**src/rtl/gcd_lshift_pkg.sv**
```systemverilog
// Shared types and helpers for the left-shift GCD engine.
// Assumes: nothing beyond IEEE 1800-2017 packages.
package gcd_lshift_pkg;

    // Sequencer states: waiting for work, or reducing.
    typedef enum logic [0:0] {
        GS_IDLE = 1'b0,
        GS_RUN  = 1'b1
    } gcd_state_e;

    // Upper bound on reduction steps for w-bit operands: ceil(1.06*w)+1.
    function automatic int step_limit(input int w);
        return (106 * w + 99) / 100 + 1;
    endfunction

endpackage

```
**src/rtl/gcd_lzc.sv**
```systemverilog
// Leading-zero counter.
// Returns the count of zero bits above the highest set bit of val.
// An all-zero input returns W. Purely combinational.
module gcd_lzc #(
    parameter  int W  = 32,
    localparam int LW = $clog2(W + 1)
) (
    input  logic [W-1:0]  val,
    output logic [LW-1:0] cnt
);

    // Scan upward; the highest set bit is the last one to write cnt.
    always_comb begin
        cnt = LW'(W);
        for (int i = 0; i < W; i++) begin
            if (val[i]) begin
                cnt = LW'(W - 1 - i);
            end
        end
    end

endmodule

```
**src/rtl/gcd_step.sv**
```systemverilog
// One left-shift reduction step, combinational.
// Assumes hi >= lo > 0. Aligns lo under the MSB of hi, backs off by one
// position if the aligned value exceeds hi, keeps the smaller of the
// undershoot (hi - t) and overshoot (2t - hi) residues, then orders the
// new pair {lo, residue} so the larger lands in nx_hi.
module gcd_step #(
    parameter  int W  = 32,
    localparam int LW = $clog2(W + 1)
) (
    input  logic [W-1:0] hi,
    input  logic [W-1:0] lo,
    output logic [W-1:0] nx_hi,
    output logic [W-1:0] nx_lo
);

    logic [LW-1:0] lz_hi;
    logic [LW-1:0] lz_lo;
    logic [LW-1:0] align_sh;
    logic [W-1:0]  shifted;
    logic [W-1:0]  trial;
    logic [W-1:0]  under_res;
    logic [W:0]    dbl_trial;
    logic [W:0]    over_res;
    logic          take_over;
    logic [W-1:0]  residue;

    gcd_lzc #(.W(W)) u_lz_hi (.val(hi), .cnt(lz_hi));
    gcd_lzc #(.W(W)) u_lz_lo (.val(lo), .cnt(lz_lo));

    // Align the MSB of lo with that of hi and back off if it overshoots.
    always_comb begin
        align_sh = lz_lo - lz_hi;
        shifted  = lo << align_sh;
        trial    = (shifted > hi) ? (shifted >> 1) : shifted;
    end

    // Form both residues; the doubled term is one bit wider than W.
    always_comb begin
        under_res = hi - trial;
        dbl_trial = {trial, 1'b0};
        over_res  = dbl_trial - {1'b0, hi};
        take_over = (over_res[W] == 1'b0) && (over_res[W-1:0] < under_res);
        residue   = take_over ? over_res[W-1:0] : under_res;
    end

    // Reorder so the larger of {lo, residue} is the new upper operand.
    always_comb begin
        if (lo >= residue) begin
            nx_hi = lo;
            nx_lo = residue;
        end else begin
            nx_hi = residue;
            nx_lo = lo;
        end
    end

endmodule

```
**src/rtl/gcd_lshift.sv**
```systemverilog
// Iterative left-shift binary GCD engine (top).
// Takes an operand pair on a valid/ready handshake while idle. Orders it
// so the larger operand is upper, then runs one gcd_step per clock
// until the lower operand is zero. Ends with a registered one-cycle
// done pulse carrying the result and the step count.
// Assumes: one problem at a time, synchronous active-low reset.
module gcd_lshift #(
    parameter  int W  = 32,
    localparam int CW = $clog2(2 * W + 2)
) (
    input  logic          clk,
    input  logic          rst_n,
    input  logic          in_valid,
    output logic          in_ready,
    input  logic [W-1:0]  in_a,
    input  logic [W-1:0]  in_b,
    output logic          out_done,
    output logic [W-1:0]  out_gcd,
    output logic [CW-1:0] out_steps
);
    import gcd_lshift_pkg::*;

    gcd_state_e    state_q;
    logic [W-1:0]  op_hi_q;
    logic [W-1:0]  op_lo_q;
    logic [CW-1:0] steps_q;
    logic          done_q;
    logic [W-1:0]  gcd_q;
    logic [W-1:0]  nx_hi;
    logic [W-1:0]  nx_lo;
    logic          a_is_hi;
    logic          lo_zero;

    gcd_step #(.W(W)) u_step (
        .hi    (op_hi_q),
        .lo    (op_lo_q),
        .nx_hi (nx_hi),
        .nx_lo (nx_lo)
    );

    // Entry ordering and termination detect.
    always_comb begin
        a_is_hi = (in_a >= in_b);
        lo_zero = (op_lo_q == '0);
    end

    // Sequencer: load, reduce one step per cycle, finish on zero.
    always_ff @(posedge clk) begin
        if (!rst_n) begin
            state_q <= GS_IDLE;
            op_hi_q <= '0;
            op_lo_q <= '0;
            steps_q <= '0;
            done_q  <= 1'b0;
            gcd_q   <= '0;
        end else begin
            case (state_q)
                GS_IDLE: begin
                    done_q <= 1'b0;
                    if (in_valid) begin
                        op_hi_q <= a_is_hi ? in_a : in_b;
                        op_lo_q <= a_is_hi ? in_b : in_a;
                        steps_q <= '0;
                        state_q <= GS_RUN;
                    end
                end
                GS_RUN: begin
                    if (lo_zero) begin
                        done_q  <= 1'b1;
                        gcd_q   <= op_hi_q;
                        state_q <= GS_IDLE;
                    end else begin
                        op_hi_q <= nx_hi;
                        op_lo_q <= nx_lo;
                        steps_q <= steps_q + 1'b1;
                    end
                end
                default: state_q <= GS_IDLE;
            endcase
        end
    end

    // Output drive.
    always_comb begin
        in_ready  = (state_q == GS_IDLE);
        out_done  = done_q;
        out_gcd   = gcd_q;
        out_steps = steps_q;
    end

endmodule

```
**config.mk**
```make
export PLATFORM = sky130hd
export DESIGN_NAME = gcd_lshift
export DESIGN_NICKNAME = d
export VERILOG_FILES = /design/src/rtl/gcd_lshift_pkg.sv /design/src/rtl/gcd_lzc.sv /design/src/rtl/gcd_step.sv /design/src/rtl/gcd_lshift.sv
export SDC_FILE = /design/constraint.sdc
export NUM_CORES = 1
export LEC_CHECK = 0
export ABC_AREA = 1
export BUFFER_PORTS_ARGS = -buffer_cell sky130_fd_sc_hd__buf_2
export CAP_MARGIN = 20
export CORE_AREA = 2 2 131 228
export CTS_BUF_LIST = sky130_fd_sc_hd__clkbuf_8
export CTS_CLUSTER_SIZE = 24
export DETAILED_ROUTE_END_ITERATION = 8
export DIE_AREA = 0 0 133 230
export PLACE_DENSITY = 0.69
export RECOVER_POWER = 50
export SKIP_CTS_REPAIR_TIMING = 1
export SLEW_MARGIN = 15
export SYNTH_ARGS = -nofsm -noshare
export SYNTH_HDL_FRONTEND = slang
export SYNTH_SLANG_ARGS = --single-unit
```
**constraint.sdc**
```tcl
create_clock -name clk -period 22 [get_ports clk]
set_input_delay 2.2 -clock clk [delete_from_list [all_inputs] [get_ports clk]]
set_output_delay 2.2 -clock clk [all_outputs]
set_load 0.02 [all_outputs]
```
After elaboration in Yosys (flattened, before gate mapping):

Cells that the tools add are included.

* bits of input ports: 67
* output and inout bits: 41
* latch bits: 0
* memories kept: 0
* word-level logic and storage cells: 110
* flip-flop bits (word level): 105
* RAM bits: 0
* ROM bits: 0

* $mul: 0
* magnitude comparators: 4
* bitwise gates (word level): 2
* $add $sub $neg: 4
* mux-type cells: 84
* divide/modulo/power cells: 0
* eq/ne operators: 4
* reductions and logical operators: 5
* shift-type cells: 1

Operator list (count)
* 6-bit 2-to-1 mux: 64
* 32-bit 2-to-1 mux: 10
* 32-bit one-hot mux with 2 select lines: 2
* 32-bit greater-or-equal comparator: 2
* 33-bit by 32-bit subtractor with 33-bit output: 1
* 32-bit > comparator: 1
* 32-bit zero test: 1
* 32-bit < comparator: 1
* 32-bit by 6-bit << shifter with 32-bit output: 1
* 32-bit subtractor: 1
* 7-bit 2-to-1 mux: 2
* 7-bit one-hot mux with 2 select lines: 1
* 7-bit by 1-bit adder with 7-bit output, second input constant: 1
* 6-bit subtractor: 1
* 2-bit by 1-bit inequality test with 1-bit output, second input constant: 2
* 2-bit inequality test, second input constant: 2
* 1-bit one-hot mux with 2 select lines: 2
* 2-bit AND reduction: 2
* 1-bit 2-to-1 mux: 3
* 3-bit AND reduction: 1
* 1-bit inverter: 2
* 1-bit logical AND: 1

Logic depth before layout (Yosys ltp):

* word-level depth: 44
* depth in mapped cells: 106
* gate-level depth less buffers: 102

By module:

A second synthesis with hierarchy kept.

* cells, all modules: 2836
* area total of the unflattened synthesis: 16841.2 sq um

Modules (own cells, without submodules)
* gcd_step: area an instance 9823.2 sq um, cells an instance 1712, sequential area each 0.0 sq um, instances 1
* gcd_lshift: area an instance 6119.6 sq um, cells an instance 904, sequential area each 2102.0 sq um, instances 1
* gcd_lzc: area an instance 449.2 sq um, cells an instance 110, sequential area each 0.0 sq um, instances 2

Worst setup path after synthesis:

No wires, ideal clock.

* kind: register to register
* start point: register op_hi_q[1]
* end point: register op_lo_q[14]
* data arrival time: 11.114 ns
* buffers on the path: 5
* setup slack: 10.766 ns
* required time: 21.881 ns
* period minus slack after synthesis: 11.234 ns
* setup time: 0.119 ns
* cell stages (with the launch flop): 98
* path through: dfxtp_1 -> inv_1 -> nand2_1 -> nand2_1 -> nand2_1 -> nand2_1 -> nand2_1 -> nand2_1 -> nand2_1 -> nand2_1 -> nand2_1 -> nand2_1 -> nand2_1 -> nand2_1 -> nand2_1 -> nand2_1 -> nand2_1 -> nand2_1 -> [62 not listed] -> inv_1 -> nand2_1 -> a21oi_1 -> o21ai_0 -> a21oi_1 -> o21bai_1 -> a31oi_1 -> o21a_1 -> o21ai_0 -> nand2_1 -> nand2_1 -> a21oi_1 -> nand2_1 -> nand2_1 -> inv_2 -> clkbuf_1 -> o21ai_0 -> a21oi_1

* word-level cells in the longest chain between the ends: 42
* elaborated cells between the ends (all ways): 47
* classes of those cells: add/sub: 3; order compare: 3; eq/ne: 1; shift: 1; mux: 36; bitwise: 1; reduce/logical: 2

Ends and longest elaborated chain
* from (decl): RTL line gcd_lshift.sv:24 `logic [W-1:0] op_hi_q;`
* from (signal assigned): RTL line gcd_lshift.sv:61 `op_hi_q <= a_is_hi ? in_a : in_b;`
* from (signal assigned): RTL line gcd_lshift.sv:73 `op_hi_q <= nx_hi;`
* 6-bit 2-to-1 mux (31 in a row): RTL line gcd_lzc.sv:16 `if (val[i]) begin`
* 6-bit subtractor: RTL line gcd_step.sv:32 `align_sh = lz_lo - lz_hi;`
* 32-bit by 6-bit << shifter with 32-bit output: RTL line gcd_step.sv:33 `shifted = lo << align_sh;`
* 32-bit > comparator: RTL line gcd_step.sv:34 `trial = (shifted > hi) ? (shifted >> 1) : shifted;`
* 32-bit 2-to-1 mux: RTL line gcd_step.sv:34
* 33-bit by 32-bit subtractor with 33-bit output / 32-bit subtractor (equally long branches): RTL line gcd_step.sv:41, gcd_step.sv:39
* 32-bit < comparator / 1-bit inverter (equally long branches): RTL line gcd_step.sv:42 `take_over = (over_res[W] == 1'b0) && (over_res[W-1:0] < under_res);`
* 1-bit logical AND: RTL line gcd_step.sv:42
* 32-bit 2-to-1 mux (*): RTL line gcd_step.sv:43 `residue = take_over ? over_res[W-1:0] : under_res;`
* 32-bit greater-or-equal comparator / 32-bit 2-to-1 mux (equally long branches): RTL line gcd_step.sv:48 `if (lo >= residue) begin`
* 2-bit by 1-bit inequality test with 1-bit output (no line) / 32-bit 2-to-1 mux (equally long branches)
* 3-bit AND reduction (no line) / 32-bit one-hot mux with 2 select lines (equally long branches)
* to (signal assigned): RTL line gcd_lshift.sv:62 `op_lo_q <= a_is_hi ? in_b : in_a;`
* to (signal assigned): RTL line gcd_lshift.sv:74 `op_lo_q <= nx_lo;`
* to (decl): RTL line gcd_lshift.sv:25 `logic [W-1:0] op_lo_q;`

Mark *: on every way between the ends. The rest lies on a longest branch, timed or not. The select of a mux whose other input is x is not followed.
A chain may end at the register's enable or synchronous reset.

Worst setup path after layout:

* start point: register op_hi_q[1]
* end point: register op_lo_q[26]

Same word-level chain as after synthesis.

==> flow_summary.ini <==
[clocking]
clock-sinks = 105
worstSkewPairLatency_ns = 0.45
htreeDepth = 3
cts_made_buffers = 9
tritoncts = built
clk_pin_slew_ns = 0.11
clockBufferDepth = 2
root_buffer = clkbuf_8

[floorplan]
die_h_um = 230
dieArea_um2 = 30600
fp.coreArea_um2 = 28600
die_w_um = 133
core.rowCount = 82
ios = 108
start_util_pct = 51.3

[finish]
drive_gt1_share_pct = 4.98
num-fill-cells = 3090
layout.nets = 2749
syn_to_final_growth_pct = 5.97

[flow_run]
cap_violations = 1

[worst_setup_path]
worstReg2RegStart = op_hi_q[1]$_SDFFE_PN0P_
crit_path_end_kind = flip-flop
critPathRequiredTime_ns = 22.36
ff2ff_setup_slack_ns = 5.84
arrival_ns = 16.52
startpoint_type = flip-flop
r2r_end = op_lo_q[26]$_SDFFE_PN0P_
path_max_fanout = 64
cp_slowest_stage_delay_ns = 1.02
crit_type = flip-flop to flip-flop
cpMaxStageDelayCell = fa_1
ff2ff_path_depth = 96
crit_top_cell = nand2_1

[synth]
synth_area_leaders = nand2_1 (18%), ha_1 (17%), dfxtp_1 (14%)
syn_avg_cell_area_um2 = 5.99
ys_ff_latch = 105
syn_area_um2 = 14700
synth-compound-area-share_pct = 24.4
synth_warnings = 0
ys_seq_area_share_pct = 14.3
synth_edf_count = 0
synthCells = 2453
synthAdderAreaFrac_pct = 16.9
synth_top_family_by_area = simple AND/OR/NAND/NOR gates
synth_top_cell_by_area = nand2_1
synthSimpleGateAreaFrac_pct = 27.9
async_reset_ff_share_pct = 0
synth_xor_area_share_pct = 3.92
ys_types = 57
synth_flop_cell = dfxtp_1
synth_nets = 2717
synth_top_area_share_pct = 17.9
muxShareOfSynthArea_pct = 1.23

[global_routing]
grt_pass1_vias = 16012
grt_pass1_wl_um = 85400
grt.overflow.total = 0
antenna_found_initial = 2
grtUsageTotal_pct = 35.7
grt_max_degree = 99

[sta]
min_period_ns = 16.16
maxSlewViolCount = 99
final-hold-violation-count = 0
tightestPinTransition_ns = 4.01
fin_tns_setup_ns = 0
rsz0062_at_grt = false
fmax_mhz = 61.9
finalSetupViolCount = 0
finalCritPeriodShare_pct = 73.5
finClkSkew_ns = 0.0160
relSlewSlack_pct = -167

[route]
routedWlPerCell_um = 19.3
finalWirelength_um = 55400
drt_first_pass_iters = 7
remaining_drc_errors = 0
drt_iter0_drc = 1460
vias_per_cell = 5.85
dr_total_vias = 16794
ant_nets = 0

[min_path]
hold_path_startpoint = out_steps[6]$_SDFFE_PN0P_
min_path_cells = 2
hold_class = flip-flop to flip-flop
min_to = out_steps[6]$_SDFFE_PN0P_

[outcome]
status = finished, violations left
violations = max-capacitance violations, max-slew violations

[place]
dp_hpwl_um = 45100
port_buffers = 107
gp_congestion = 1.05
==> area by class of cell <==
class | instances | area (um2) | share of cell area (%)
multi-input cells | 1915 | 10900 | 70.3
flip-flops and latches | 105 | 2100 | 13.5
inverters | 333 | 1250 | 8.03
repair buffers | 121 | 606 | 3.89
well taps | 378 | 473 | 3.04
clock buffers | 10 | 138 | 0.884
clock inverters | 6 | 56.3 | 0.362
diodes | 2 | 5.00 | 0.0321
==> how the worst max path moves through the flow <==
stage	depth (start not counted)	start	to	slack [ns]
floorplan	97	op_hi_q[1]$_SDFFE_PN0P_	op_lo_q[14]$_SDFFE_PN0P_	10.77
global placement	93	op_hi_q[1]$_SDFFE_PN0P_	op_hi_q[0]$_SDFFE_PN0P_	6.37
detailed placement	95	op_hi_q[1]$_SDFFE_PN0P_	op_hi_q[2]$_SDFFE_PN0P_	6.30
CTS	96	op_hi_q[1]$_SDFFE_PN0P_	op_lo_q[26]$_SDFFE_PN0P_	6.23
global route	98	op_hi_q[1]$_SDFFE_PN0P_	op_lo_q[26]$_SDFFE_PN0P_	4.52
finish	96	op_hi_q[1]$_SDFFE_PN0P_	op_lo_q[26]$_SDFFE_PN0P_	5.84
==> registers in the layout, indices dropped and copies added (netlist names) <==
signal and flops:
op_hi_q 32, op_lo_q 32, out_done 1, out_gcd 32, out_steps 7, state_q 1
==> cell usage after synthesis, types with 20 or more instances <==
master and n:
nor2_1 116, clkbuf_1 71, ha_1 194, dfxtp_1 105, xnor2_1 24, a21oi_1 239, o211ai_1 38, o21ai_0 239
inv_1 325, xor2_1 38, nand3b_1 21, nand2_1 699, o22ai_1 32, nor3_1 20, nand3_1 99
==> layer usage <==
metal	vias up	GRT usage (%)	wire length [um]
met1	7686	44.1	22700
met5	-	0	0
met4	0	19.4	3280
met2	713	60.6	26000
met3	153	3.86	3420
li1	8242	-	-
==> kinds of logic (layout without fill, tap and decap cells) <==
| group | Yosys count | in the layout |
|---|---|---|
| and+or+nand+nor | 993 | 993 |
| AOI/OAI and AO/OA | 643 | 643 |
| buffers and inverters | 433 | 470 |
| adders and majority gates | 197 | 197 |
| DFF | 105 | 105 |
| xor gates and xnor gates | 64 | 64 |
| muxes | 18 | 18 |
| other | 0 | 2 |
==> layout by cell type, fill, tap and decap left out, drive strengths merged, types with 52 or more instances in the layout <==
cell and instances:
clkbuf 52, a21oi 242, nor2 119, dfxtp 105, buf 79, inv 336, o21ai 250, nand2 702
nand3 99, ha 194
==> per-stage QoR <==
stage | utilization, % | hold WS [ns] | std cells | area [um2] | setup WS [ns]
2_1_floorplan | - | 0.530 | 2453 | 14700 | 10.77
4_1_cts | 54.5 | 0.506 | 2867 | 15600 | 6.23
3_3_place_gp | 53.8 | 0.475 | 2851 | 15400 | 6.37
5_1_grt | 54.4 | 0.536 | 2870 | 15600 | 4.52
3_5_place_dp | 53.8 | 0.488 | 2851 | 15400 | 6.30
6_report | 54.4 | 0.506 | 2870 | 15600 | 5.84
==> critical path: cells and delay by family, from the launching register on <==
family                     cells  cell delay, ns
adders and majority gates      6            2.38
muxes                          1            0.35
xor gates and xnor gates       1            0.18
and+or+nand+nor               52            4.76
AOI/OAI and AO/OA             23            4.69
DFF                            1            0.37
buffers and inverters         13            3.26
Power is left out: the tool's default activity adds up to more than one toggle a clock period on the data nets, which glitch-free logic cannot reach.
